**src/rtl/ledstat_pkg.sv**
```systemverilog
package ledstat_pkg;
  localparam int unsigned CTRL_W  = 16;
  localparam int unsigned BUS_W   = 32;
  localparam int unsigned NUM_SRC = 8;

  localparam int unsigned RAW_BIT = 15;
  localparam int unsigned POL_BIT = 14;
  localparam int unsigned STR_BIT = 7;

  // fields that may hold a value written or loaded
  localparam logic [CTRL_W-1:0] WR_MASK  = 16'h41FF;
  localparam logic [CTRL_W-1:0] CTRL_RST = 16'h0081;

  // control bit that enables status source k
  function automatic int unsigned src_pos(input int unsigned k);
    return (k < 7) ? k : 8;
  endfunction
endpackage

```
**src/rtl/ledstat_cfg.sv**
```systemverilog
module ledstat_cfg
  import ledstat_pkg::*;
(
  input  logic              clk,
  input  logic              rst_n,
  input  logic              prog_en,
  input  logic              wr_en,
  input  logic [BUS_W-1:0]  wr_data,
  input  logic              ld_en,
  input  logic [CTRL_W-1:0] ld_data,
  output logic [CTRL_W-1:0] ctrl_q
);
  always_ff @(posedge clk or negedge rst_n) begin
    if (!rst_n) begin
      ctrl_q <= CTRL_RST;
    end else if (ld_en) begin
      ctrl_q <= ld_data & WR_MASK;
    end else if (wr_en && prog_en) begin
      ctrl_q <= wr_data[CTRL_W-1:0] & WR_MASK;
    end
  end

  // a write without program enable changes nothing
  p_gated_write_r3: assert property (@(posedge clk) disable iff (!rst_n)
    (wr_en && !prog_en && !ld_en) |=> $stable(ctrl_q));

  // a load lands regardless of program enable
  p_load_bypass_r9: assert property (@(posedge clk) disable iff (!rst_n)
    ld_en |=> (ctrl_q == ($past(ld_data) & WR_MASK)));
endmodule

```
**src/rtl/ledstat_comb.sv**
```systemverilog
module ledstat_comb
  import ledstat_pkg::*;
(
  input  logic [NUM_SRC-1:0] status_i,
  input  logic [CTRL_W-1:0]  ctrl,
  output logic               hit
);
  logic [NUM_SRC-1:0] sel;

  for (genvar k = 0; k < NUM_SRC; k++) begin : g_src
    assign sel[k] = status_i[k] & ctrl[src_pos(k)];
  end

  assign hit = |sel;
endmodule

```
**src/rtl/ledstat_stretch.sv**
```systemverilog
module ledstat_stretch #(
  parameter int unsigned STRETCH_LEN = 16
) (
  input  logic clk,
  input  logic rst_n,
  input  logic soft_rst,
  input  logic hit,
  input  logic stretch_en,
  output logic act
);
  localparam int unsigned CW = $clog2(STRETCH_LEN + 1);
  localparam logic [CW-1:0] LEN_C = CW'(STRETCH_LEN);

  logic [CW-1:0] cnt_q;
  logic          hold_q;

  always_ff @(posedge clk or negedge rst_n) begin
    if (!rst_n) begin
      cnt_q  <= '0;
      hold_q <= 1'b0;
    end else if (soft_rst) begin
      cnt_q  <= '0;
      hold_q <= 1'b0;
    end else begin
      hold_q <= hit;
      if (hit) begin
        cnt_q <= LEN_C;
      end else if (cnt_q != '0) begin
        cnt_q <= cnt_q - 1'b1;
      end
    end
  end

  assign act = stretch_en ? (cnt_q != '0) : hold_q;

  // any hit lights the LED on the next edge
  p_hit_lights_r6: assert property (@(posedge clk) disable iff (!rst_n)
    (hit && !soft_rst) |=> act);

  // without stretching the LED is the previous combined status
  p_follow_r7: assert property (@(posedge clk) disable iff (!rst_n)
    !soft_rst |=> (stretch_en || (act == $past(hit))));

  // soft reset puts the LED out
  p_soft_clear_r10: assert property (@(posedge clk) disable iff (!rst_n)
    soft_rst |=> !act);
endmodule

```
**src/rtl/ledstat_drv.sv**
```systemverilog
module ledstat_drv
  import ledstat_pkg::*;
#(
  parameter int unsigned STRETCH_LEN = 16
) (
  input  logic               clk,
  input  logic               rst_n,
  input  logic               soft_rst,
  input  logic               prog_en,
  input  logic               wr_en,
  input  logic [BUS_W-1:0]   wr_data,
  input  logic               ld_en,
  input  logic [CTRL_W-1:0]  ld_data,
  input  logic [NUM_SRC-1:0] status_i,
  output logic [BUS_W-1:0]   rd_data,
  output logic               led_pin
);
  logic [CTRL_W-1:0] ctrl_q;
  logic              hit;
  logic              act;

  ledstat_cfg u_cfg (
    .clk     (clk),
    .rst_n   (rst_n),
    .prog_en (prog_en),
    .wr_en   (wr_en),
    .wr_data (wr_data),
    .ld_en   (ld_en),
    .ld_data (ld_data),
    .ctrl_q  (ctrl_q)
  );

  ledstat_comb u_comb (
    .status_i (status_i),
    .ctrl     (ctrl_q),
    .hit      (hit)
  );

  ledstat_stretch #(.STRETCH_LEN(STRETCH_LEN)) u_str (
    .clk        (clk),
    .rst_n      (rst_n),
    .soft_rst   (soft_rst),
    .hit        (hit),
    .stretch_en (ctrl_q[STR_BIT]),
    .act        (act)
  );

  assign led_pin = act ^ ctrl_q[POL_BIT];
  assign rd_data = {{(BUS_W-CTRL_W){1'b0}}, hit, ctrl_q[RAW_BIT-1:0]};

  // soft reset keeps the configuration
  p_cfg_kept_r10: assert property (@(posedge clk) disable iff (!rst_n)
    (soft_rst && !wr_en && !ld_en) |=> $stable(ctrl_q));
endmodule

```
**config.mk**
```make
export PLATFORM = sky130hd
export DESIGN_NAME = ledstat_drv
export DESIGN_NICKNAME = d
export VERILOG_FILES = /design/src/rtl/ledstat_pkg.sv /design/src/rtl/ledstat_cfg.sv /design/src/rtl/ledstat_comb.sv /design/src/rtl/ledstat_stretch.sv /design/src/rtl/ledstat_drv.sv
export SDC_FILE = /design/constraint.sdc
export NUM_CORES = 1
export LEC_CHECK = 0
export CAP_MARGIN = 10
export CORE_MARGIN = 2
export CORE_UTILIZATION = 41
export DETAILED_ROUTE_END_ITERATION = 16
export DONT_BUFFER_PORTS = 1
export MAX_ROUTING_LAYER = met4
export PLACE_DENSITY = 0.6
export RECOVER_POWER = 100
export SLEW_MARGIN = 15
export SYNTH_ARGS = -nofsm -noshare
export SYNTH_HDL_FRONTEND = slang
export SYNTH_SLANG_ARGS = --single-unit
export TNS_END_PERCENT = 20
```
**constraint.sdc**
```tcl
create_clock -name clk -period 2.02 [get_ports clk]
set_input_delay 0.303 -clock clk [delete_from_list [all_inputs] [get_ports clk]]
set_output_delay 0.303 -clock clk [all_outputs]
set_load 0.005 [all_outputs]
```
== Yosys cells after proc, flatten, opt, wreduce, memory -nomap -nowiden ==
Cells that the tools add are included.
Cells by class
  $add $sub $neg: 1
  multiplexer cells: 7
  bitwise logic cells: 9
  reductions and logical operators: 5
Operators by type and width (number)
  15-bit 2-to-1 mux: 2
  5-bit 2-to-1 mux: 3
  1-bit AND: 8
  8-bit OR reduction: 1
  5-bit nonzero test: 1
  5-bit by 1-bit subtractor with 5-bit output, second input constant: 1
  3-bit nonzero test: 1
  1-bit 2-to-1 mux: 2
  2-bit nonzero test: 1
  1-bit logical AND: 1
  1-bit XOR: 1
Word-level totals
  flip-flop bits (word level): 21
  input bits: 62
  output and inout bits: 33
  word-level logic and storage cells: 25

== Depth between registers and ports, before layout ==
Gate-level depths: netlist of the first run.
  depth in word-level cells: 4
  gate-level depth with buffers: 5
  depth with buffers taken out: 5

== By module ==
From an unflattened synthesis of the first run, not the netlist that was laid out.
Unflattened totals
  cells, all modules: 116
  area, all modules: 1156.1 sq um
Modules (own cells, without submodules)
  ledstat_cfg: times used 1, cells an instance 64, area each 671.9 sq um, seq. area each 252.7 sq um
  ledstat_stretch: times used 1, cells an instance 28, area each 307.8 sq um, seq. area each 150.1 sq um
  ledstat_drv: times used 1, cells an instance 19, area each 140.1 sq um, seq. area each 0.0 sq um
  ledstat_comb: times used 1, cells an instance 5, area each 36.3 sq um, seq. area each 0.0 sq um

== Worst setup path before layout of the first run ==
Ideal clock, no wire load.
  kind: reg-to-output
  start point: register u_str.cnt_q[0]
  end point: output led_pin
  arrival: 1.381 ns
  required time: 1.717 ns
  path slack: 0.336 ns
  stages on the path, launching flop included: 6
  buffers on the path: 0
  cell sequence: dfrtp_1 -> inv_1 -> ha_1 -> or4b_4 -> mux2i_1 -> xnor2_1
Between the ends
  word-level cells in the longest chain between the ends: 3
Ends and longest elaborated chain
  start, declared: line ledstat_stretch.sv:14  | logic [CW-1:0] cnt_q;
  start signal, assigned: line ledstat_stretch.sv:29  | cnt_q <= cnt_q - 1'b1;
  5-bit nonzero test: line ledstat_stretch.sv:34  | assign act = stretch_en ? (cnt_q != '0) : hold_q;
  1-bit 2-to-1 mux: line ledstat_stretch.sv:34
  1-bit XOR: line ledstat_drv.sv:48  | assign led_pin = act ^ ctrl_q[POL_BIT];
  end, declared: line ledstat_drv.sv:16  | output logic led_pin
No other way between the ends.

== Worst setup path in the final report of the first run ==
Same ends and word-level chain as after synthesis.

==> metrics.md, run 1 <==
| Metric | Value |
|---|---|
| Number of flops mapped to enable cells by yosys | 0 |
| Sequential fraction of the synthesis area | 40.7% |
| WL per Instance | 12.5 um |
| Skew final | 0.00505 ns |
| Hold crit path type | in -> reg |
| Pin count of the biggest net entering global routing | 21 |
| Lkg Pwr | 0.481 nW |
| Die Ht | 53.2 um |
| Overall Global Routing Usage | 13.6% |
| Die Wd | 53.2 um |
| Most instantiated cells after synthesis | buf_4 (23), dfrtp_1 (14), mux2i_1 (11), nand2_1 (11), o21ai_0 (10) |
| Hold Startpoint | soft_rst |
| Number of remaining DRC errors | 0 |
| Reg-to-reg startpoint | u_str.cnt_q[0] |
| Dpl hpwl | 1.34 mm |
| Kind of critical path | reg -> out |
| Vias per Instance | 4.91 |
| Slew Limit Fails | 0 |
| Final ANT Viol Nets | 0 |
| CP required | 1.72 ns |
| Slew headroom | 53.2% |
| Critical-path cell list | inv_1 > ha_1 > or4b_4 > mux2i_1 > xnor2_1 |
| Worst setup margin | 0.0303 ns |
| Synth Instances | 103 |
| Most common cell in the synthesized netlist | buf_4 |
| Die area | 0.00283 sq mm |
| H-tree levels | 1 |
| CTS tree | built |
| Clock buffer depth | 2 |
| Fin crit period | 1.99 ns |
| Post_cts resized | 0 |
| I/O pins | 95 |
| Cell row count | 17 |
| Worst-path clk slew | 0.09 ns |
| Crit-path slowest cell | or4b_4 |
| Top-area cell type share of the netlist area | 35.4% |
| Grt ovf | 0 |
| Number of max-cap violations | 0 |
| Final Wtd Congestion | 0.653 |
| Cts bufs inserted | 3 |
| RSZ-0062 raised after global routing | yes |
| Share of cells above drive strength 1 | 12.3% |
| CP Capture Type | primary output |
| Post-synthesis cell type count | 26 |
| Synth Register Bits | 16 |
| First-pass GRT wire length | 2.60 mm |
| Cell Area, Synth | 991 sq um |
| DR vias | 658 |
| Clock Sink Count | 16 |
| Hold Fails Final Rpt | 0 |
| Power Density | 734 mW/mm^2 |
| Setup crit start kind | flop |
| Setup TNS | 0 ns |
| Core ar. | 0.00225 sq mm |
| Peak VDD IR | 0.461 mV |
| Worst Setup SP | u_str.cnt_q[0] |
| Prevailing post-synth register cell | dfrtp_1 |
| Clk_lat worst skew | 0.28 ns |
| Antenna cells | 0 |
| FMAX | 0.503 GHz |
| WL final | 1.68 mm |
| Warnings, synthesis | 0 |
| Fin crit share | 98.5% |
| DRT Pass-1 Iters | 2 |
| Final setup fails | 0 |
| Max FO, Critical Path | 2 |
| Nets | 170 |
| Initial Utilization | 44.0% |
| Avg Cell Area, Syn | 9.62 sq um |
| Max incr delay on CP | 0.47 ns |
| Vias in the first global route | 586 |
| Largest cells by area after synthesis | dfrtp_1 (35%), buf_4 (17%), mux2i_1 (11%) |
| Initial antenna violation count | 0 |
| DRT iter0 DRCs | 6 |
| Post-placement setup slack | 0.260 ns |
| Root Driver | clkbuf_4 |
| FFs w/ async S/R, synth | 100% |
| Area growth from synthesis to layout | 0.126% |
| Area leader, netlist | dfrtp_1 |
| Port bufs | 0 |
| Worst Max-Slew Pin Slew | 0.699 ns |
| Status | completed |
| WP data arrival | 1.69 ns |
==> logic make-up (layout without fill, tap and decap cells) <==
logic type / after synthesis / in the layout / share of synthesized area, %
compound gates: 21 / 21 / 14.3
xor+xnor: 2 / 2 / 1.77
fa+ha+maj: 1 / 1 / 1.26
buf+inv: 31 / 14 / 20.6
flops: 16 / 16 / 40.7
mux: 11 / 11 / 11.1
other cells: 1 / 21 / 0.378
simple gates: 20 / 20 / 9.98
==> worst paths after layout <==
kind                                   end  slack, ns  cells after the start
setup reg to reg            u_str.cnt_q[1]       0.34                      5
hold reg to reg            u_cfg.ctrl_q[7]       0.51                      2
min in group asynchronous   u_str.cnt_q[3]       0.50                      1
max in group asynchronous   u_str.cnt_q[0]       1.07                      1
hold / removal              u_str.cnt_q[3]       0.08                      1
setup / recovery                   led_pin       0.03                      5
==> metal layers <==
metal  up-vias  routed length, um  global-route usage (%)
li1        318                  -                       -
met1       299                713                    16.2
met2        37                823                    20.4
met3         4                109                    2.82
met4         0                 33                    9.40
met5         -                  0                       -
==> worst max-delay path, delay by kind of cell, from the launching register on <==
family / cells / cell delay (ns)
adder cells (fa/ha/maj): 1 / 0.16
flip-flops: 1 / 0.39
buffers and inverters: 1 / 0.06
multiplexers: 1 / 0.18
XOR/XNOR: 1 / 0.16
AND/OR/NAND/NOR: 1 / 0.47
==> through the flow <==
step | util (%) | power, mW | area [sq um] | instances | hold WS (ns)
floorplan | - | 0.528 | 1070 | 123 | 0.00741
global placement | 41.0 | 0.508 | 923 | 126 | 0.00802
detailed placement | 41.0 | 0.513 | 923 | 126 | 0.00800
CTS | 44.0 | 0.737 | 992 | 134 | 0.0692
global route | 44.0 | 0.779 | 992 | 134 | 0.0527
finish | 44.0 | 0.728 | 992 | 134 | 0.0775
==> report_power, final <==
group | total, mW | leakage, nW | switching (mW) | internal, mW
sequential | 0.387 | 0.197 | 0.0311 | 0.355
clock | 0.206 | 0.0210 | 0.0965 | 0.110
combinational | 0.136 | 0.263 | 0.0711 | 0.0647
==> final cells by class <==
| type | instances | area (sq um) |
|---|---|---|
| multi-input combinational | 76 | 459 |
| timing repair buffer | 5 | 40.0 |
| clock buffer | 4 | 36.3 |
| sequential | 16 | 403 |
| fill | 239 | 1260 |
| tap | 28 | 35.0 |
| inverter | 5 | 18.8 |
==> sequential cells by signal, indices dropped and copies added, names as in the netlist <==
name / count
u_str.cnt_q: 5
u_cfg.ctrl_q: 10
u_str.hold_q: 1
==> timing repair <==
item                                    CTS  global route
endpoints found under the setup margin    1             1
hold buffers                              1             0
pin swaps                                 1             0
buffers inserted                          3             0
endpoints found under the hold margin    16             0
==> cells in the final DEF, fill, tap and decap left out <==
cell type      count
conb_1            21
dfrtp_1           14
mux2i_1           11
nand2_1           11
o21ai_0           10
inv_1              5
a22oi_1            4
buf_4              4
clkbuf_4           3
xnor2_1            2
nor3_1             2
a211oi_1           2
nor2_1             2
dfstp_2            2
nand4_1            1
or4b_4             1
and2_0             1
a21oi_1            1
o311a_2            1
a21o_1             1
o211ai_1           1
or2b_1             1
or3_1              1
a2111oi_2          1
ha_1               1
clkbuf_8           1
dlygate4sd3_1      1
Power figures use the tool's default switching activity.
==> run 2: changes to the inputs <==
--- a/config.mk
+++ b/config.mk
@@ -7,5 +7,4 @@
 export LEC_CHECK = 0
 export CAP_MARGIN = 10
-export CORE_MARGIN = 2
 export CORE_UTILIZATION = 41
 export DETAILED_ROUTE_END_ITERATION = 16
==> constraint.sdc (replaced) <==
create_clock -name clk -period 2.02 [get_ports clk]
set_input_delay 0.303 -clock clk [delete_from_list [all_inputs] [get_ports clk]]
set_output_delay 0.303 -clock clk [all_outputs]
set_load 0.05 [all_outputs]
==> run 2 against run 1 <==
The flow now finishes with violations (negative setup slack). Final area rose by 8.7%. Total power increased by 34%. Largest power group unchanged. Utilization increased by 3.8 points. Wire length grew 11%. First-iteration DRC count shrank 100%. Largest cell class unchanged. Maximum frequency shrank 7.7%. Critical path depth unchanged. Flip-flop and latch count is the same. Critical path type unchanged. Highest routed layer unchanged. Non-clock buffer count is 11 higher.
==> metrics.md, run 2 (same netlist as run 1, synthesis figures left out) <==
| Metric | Value |
|---|---|
| Cell row count | 17 |
| Biggest register | u_cfg.ctrl_q |
| Overall Global Routing Usage | 15.7% |
| CP Capture Type | primary output |
| First-pass GRT wire length | 2.84 mm |
| Core Util, Final | 47.8% |
| Die Ht | 51.2 um |
| Cts bufs inserted | 3 |
| Clock buffer depth | 2 |
| Root Driver | clkbuf_4 |
| Die Wd | 51.2 um |
| Hold crit path type | in -> reg |
| Kind of critical path | reg -> out |
| DRT iter0 DRCs | 0 |
| Gr busiest metal | met2 |
| Initial antenna violation count | 0 |
| WP data arrival | 1.85 ns |
| Initial Utilization | 44.0% |
| Peak VDD IR | 0.376 mV |
| Number of flip-flops in the largest register | 10 |
| Failing checks | negative setup slack |
| Status | complete, but fails checks |
| WHS Path Cells | 1 |
| Share of cells above drive strength 1 | 15.4% |
| Met2 usage | 27.4% |
| Port bufs | 0 |
| Worst setup margin | -0.135 ns |
| Commonest non-fill, non-tap cells in the layout | conb_1 (21), dfrtp_1 (14), nand2_1 (11) |
| FMAX | 0.464 GHz |
| Core ar. | 0.00225 sq mm |
| Filler Cell Count | 247 |
| Vias in the first global route | 649 |
| Reg-to-reg startpoint | u_str.cnt_q[1] |
| Max FO, Critical Path | 2 |
| DRT Pass-1 Iters | 1 |
| Clk_lat worst skew | 0.29 ns |
| Biggest regs | u_cfg.ctrl_q: 10 flops, u_str.cnt_q: 5 flops, u_str.hold_q: 1 flops |
| Final ANT Viol Nets | 0 |
| Die area | 0.00262 sq mm |
| Grt ovf | 0 |
| Number of remaining DRC errors | 0 |
| Slew headroom | 53.9% |
| Nets | 181 |
| Placed Cells incl. Taps | 137 |
| Met1 global-route usage | 17.2% |
| CTS tree | built |
| Number of max-cap violations | 0 |
| Fin crit share | 107% |
| Reg2reg end | u_str.cnt_q[1] |
| Clock Sink Count | 16 |
| Skew final | 0.00361 ns |
| CP required | 1.72 ns |
| Worst Setup EP | led_pin |
| H-tree levels | 1 |
| Area growth from synthesis to layout | 8.84% |
| Slew Limit Fails | 0 |
| DR vias | 705 |
| Commonest non-fill, non-tap cell in the layout | conb_1 |
| Antenna cells | 0 |
| Final Non-Filler Cells | 145 |
| I/O pins | 95 |
| R2R cell count | 5 |
| WL final | 1.86 mm |
| Worst Setup SP | u_str.cnt_q[1] |
| RSZ-0062 raised after global routing | yes |
| Lkg Pwr | 0.511 nW |
| Fin crit period | 2.15 ns |
| Final Wtd Congestion | 0.790 |
| R2R Setup Slk | 0.27 ns |
| Dpl hpwl | 1.45 mm |
| Power Density | 902 mW/mm^2 |
| Hold Fails Final Rpt | 0 |
| Vias per Instance | 4.86 |
| Worst-path clk slew | 0.10 ns |
| Worst Max-Slew Pin Slew | 0.690 ns |
| Final setup fails | 2 |
| Setup crit start kind | flop |
| GR Layer Usage met3 | 2.38% |
| WL per Instance | 12.9 um |
| Pin count of the biggest net entering global routing | 21 |
==> run 2: routing by layer <==
metal | vias up | wire length, um
met4 | 0 | 43
met1 | 319 | 687
li1 | 338 | -
met3 | 5 | 150
met5 | - | 0
met2 | 43 | 983
==> run 2: cell type report <==
cell class	count	area, sq um	share of cell area, %
Multi-Input combinational cell	76	493	45.7
Sequential cell	16	403	37.4
Timing Repair Buffer	16	92.6	8.58
Clock buffer	4	36.3	3.36
Tap cell	28	35.0	3.25
Inverter	5	18.8	1.74
==> run 2: what timing repair did <==
| item | in CTS | in global routing |
|---|---|---|
| cloned | 0 | 0 |
| endpoints found under the setup margin | 1 | 1 |
| hold buffers | 1 | 0 |
| pin swaps | 1 | 2 |
| endpoints found under the hold margin | 16 | 0 |
| gates resized for setup | 4 | 0 |
| buffers inserted | 2 | 1 |
==> run 2: how the worst min path moves through the flow <==
stage                             endpoint  slack [ns]      from
after global placement    u_cfg.ctrl_q[14]       0.008     rst_n
final                       u_str.cnt_q[1]        0.07  soft_rst
after CTS                   u_str.cnt_q[1]        0.06  soft_rst
after global routing        u_str.cnt_q[1]        0.06  soft_rst
after detailed placement  u_cfg.ctrl_q[14]       0.008     rst_n
after floorplan           u_cfg.ctrl_q[14]       0.007     rst_n
==> run 2: per-stage QoR <==
stage	TNS [ns]	setup slack [ns]	hold WS [ns]	cell area, sq um	power [mW]
2_1_floorplan	0	0.131	0.00741	1070	0.724
3_3_place_gp	0	0.0962	0.00785	1010	0.743
3_5_place_dp	0	0.0573	0.00791	1010	0.751
4_1_cts	-0.162	-0.162	0.0602	1100	1.00
5_1_grt	-0.308	-0.183	0.0570	1080	1.02
6_report	-0.156	-0.135	0.0688	1080	0.972
==> run 2: where the power goes <==
group / leakage, nW / total [mW] / switching [mW] / internal, mW
Sequential: 0.196 / 0.397 / 0.0425 / 0.354
Clock: 0.0210 / 0.213 / 0.103 / 0.110
Combinational: 0.294 / 0.362 / 0.266 / 0.0964
==> run 2: worst max-delay path, cell delays in order, from the launching register on <==
cell	delay [ns]
dfrtp_1	0.39
inv_1	0.06
ha_2	0.18
or4b_4	0.49
mux2i_4	0.21
xnor2_4	0.23
==> run 3: changes to the inputs <==
Clock period 2.02 ns to 2.2 ns, I/O delays scaled along.
==> run 3 against run 2 <==
The run still ends with negative setup slack left. Total power decreased by 13%. Combinational power down 10%. Critical path depth grew 1. Sequential share of layout area grew 1.3 points. Count of clock-buffer cells in the layout stayed put. Via count shrank 0.71%. Clock power down 25%. Critical path type unchanged. Largest cell class unchanged. Highest routed layer unchanged.
==> metrics.md, run 3 (same netlist as run 1, synthesis figures left out) <==
| Metric | Value |
|---|---|
| Initial antenna violation count | 0 |
| Overall Global Routing Usage | 15.1% |
| Slew headroom | 51.4% |
| R2R cell count | 5 |
| DRT Pass-1 Iters | 4 |
| Number of remaining DRC errors | 0 |
| Hold Startpoint | soft_rst |
| Cell row count | 17 |
| H-tree levels | 1 |
| WL per Instance | 12.7 um |
| Final Wtd Congestion | 0.725 |
| R2R Setup Slk | 0.50 ns |
| Cts bufs inserted | 3 |
| Cell area after layout | 0.00104 sq mm |
| Fin crit share | 103% |
| Area growth from synthesis to layout | 5.05% |
| Initial Utilization | 44.0% |
| Final ANT Viol Nets | 0 |
| I/O pins | 95 |
| Lkg Pwr | 0.496 nW |
| Kind of critical path | reg -> out |
| WHS Path Cells | 1 |
| Clk_lat worst skew | 0.28 ns |
| CTS tree | built |
| Biggest register | u_cfg.ctrl_q |
| Peak VDD IR | 0.431 mV |
| Reg-to-reg startpoint | u_str.cnt_q[1] |
| Hold Fails Final Rpt | 0 |
| Number of max-cap violations | 0 |
| Fin crit period | 2.26 ns |
| Setup crit start kind | flop |
| Clock Sink Count | 16 |
| Slew Limit Fails | 0 |
| CP required | 1.87 ns |
| Failing checks | negative setup slack |
| Reg2reg end | u_str.cnt_q[1] |
| Number of flip-flops in the largest register | 10 |
| Worst Max-Slew Pin Slew | 0.727 ns |
| Die Wd | 51.2 um |
| FMAX | 0.443 GHz |
| Nets | 181 |
| Port bufs | 0 |
| Skew final | 0.0123 ns |
| Worst setup margin | -0.0561 ns |
| Die Ht | 51.2 um |
| Core Util, Final | 46.2% |
| Power Density | 811 mW/mm^2 |
| Pin count of the biggest net entering global routing | 17 |
| Max FO, Critical Path | 2 |
| DR vias | 700 |
| Filler Cell Count | 237 |
| First-pass GRT wire length | 2.81 mm |
| Final hold slack | 0.0990 ns |
| Max incr delay on CP | 0.47 ns |
| Worst-path clk slew | 0.10 ns |
| CP delay by family, top | simple AND/OR/NAND/NOR gates |
| RSZ-0062 raised after global routing | yes |
| Hold crit path type | in -> reg |
| WL final | 1.85 mm |
| WHS Endpoint | u_str.cnt_q[3] |
| Share of cells above drive strength 1 | 14.5% |
| Post-DP Area | 998 sq um |
| Final setup fails | 1 |
| Commonest non-fill, non-tap cells in the layout | conb_1 (21), dfrtp_1 (14), nand2_1 (11) |
| Root Driver | clkbuf_4 |
| Core ar. | 0.00225 sq mm |
| Clock buffer depth | 2 |
| Vias in the first global route | 635 |
| WP data arrival | 1.93 ns |
| Die area | 0.00262 sq mm |
| Status | complete, but fails checks |
| Antenna cells | 0 |
| Dpl hpwl | 1.47 mm |
| CP Capture Type | primary output |
| Commonest non-fill, non-tap cell in the layout | conb_1 |
| Critical-path cell list | inv_1 > ha_2 > or4b_4 > mux2i_2 > xnor2_1 > buf_4 |
| Biggest regs | u_cfg.ctrl_q: 10 flops, u_str.cnt_q: 5 flops, u_str.hold_q: 1 flops |
| Grt ovf | 0 |
| DRT iter0 DRCs | 9 |
| CP Buf/Inv Count | 2 |
| Vias per Instance | 4.83 |
| Crit-path slowest cell | or4b_4 |
run 3: cell counts in the layout (fill, tap and decap cells not counted):
No cell type changed its count.
run 3: power by group:
part           switching, mW  total [mW]  internal (mW)  leakage (nW)
Combinational          0.242       0.324         0.0818         0.285
Sequential            0.0346       0.361          0.327         0.197
Clock                 0.0893       0.160         0.0703        0.0150
Total                  0.366       0.845          0.479         0.496
run 3: worst register-to-register path: stages, from the launching register on:
cell	delay, ns
dfrtp_1	0.39
inv_1	0.07
ha_2	0.17
or4b_4	0.47
buf_4	0.17
a2111oi_2	0.33
run 3: metal layers:
layer	track usage [%]	share of wire (%)	wire, um
met1	18.6	41	762
met3	2.98	7.8	144
met5	-	0	0
met2	23.2	50	917
met4	8.33	1.3	24
run 3: worst max-delay path by stage:
| stage | from | endpoint | slack (ns) | cells past startpoint |
|---|---|---|---|---|
| 3_3_place_gp | u_str.cnt_q[0] | led_pin | 0.21 | 6 |
| 6_report | u_str.cnt_q[1] | led_pin | -0.06 | 6 |
| 4_1_cts | u_str.cnt_q[1] | led_pin | -0.06 | 6 |
| 3_5_place_dp | u_str.cnt_q[0] | led_pin | 0.20 | 6 |
| 5_1_grt | u_str.cnt_q[0] | led_pin | -0.14 | 6 |
| 2_1_floorplan | u_str.cnt_q[0] | led_pin | 0.15 | 5 |
run 3: metrics by stage:
| stage | instances | setup slack, ns | TNS, ns | total power [mW] |
|---|---|---|---|---|
| after floorplan | 123 | 0.151 | 0 | 0.660 |
| after global placement | 136 | 0.210 | 0 | 0.678 |
| after detailed placement | 136 | 0.197 | 0 | 0.684 |
| after CTS | 143 | -0.0649 | -0.0649 | 0.858 |
| after global routing | 145 | -0.139 | -0.139 | 0.882 |
| final | 145 | -0.0561 | -0.0561 | 0.845 |
run 3: final cells by class:
cell class              instances  area (sq um)  share of cell area [%]
well taps                      28          35.0                    3.37
repair buffers                 16          92.6                    8.89
inverters                       5          18.8                    1.80
clock buffers                   4          26.3                    2.52
multi-input cells              76           465                    44.7
flip-flops and latches         16           403                    38.7
run 3: timing repair:
action	in CTS	in global routing
cloned	0	0
pin swaps	0	2
hold endpoints to repair	16	0
resized for setup	0	2
setup buffers	2	2
hold buffers	1	0
endpoints found under the setup margin	1	1
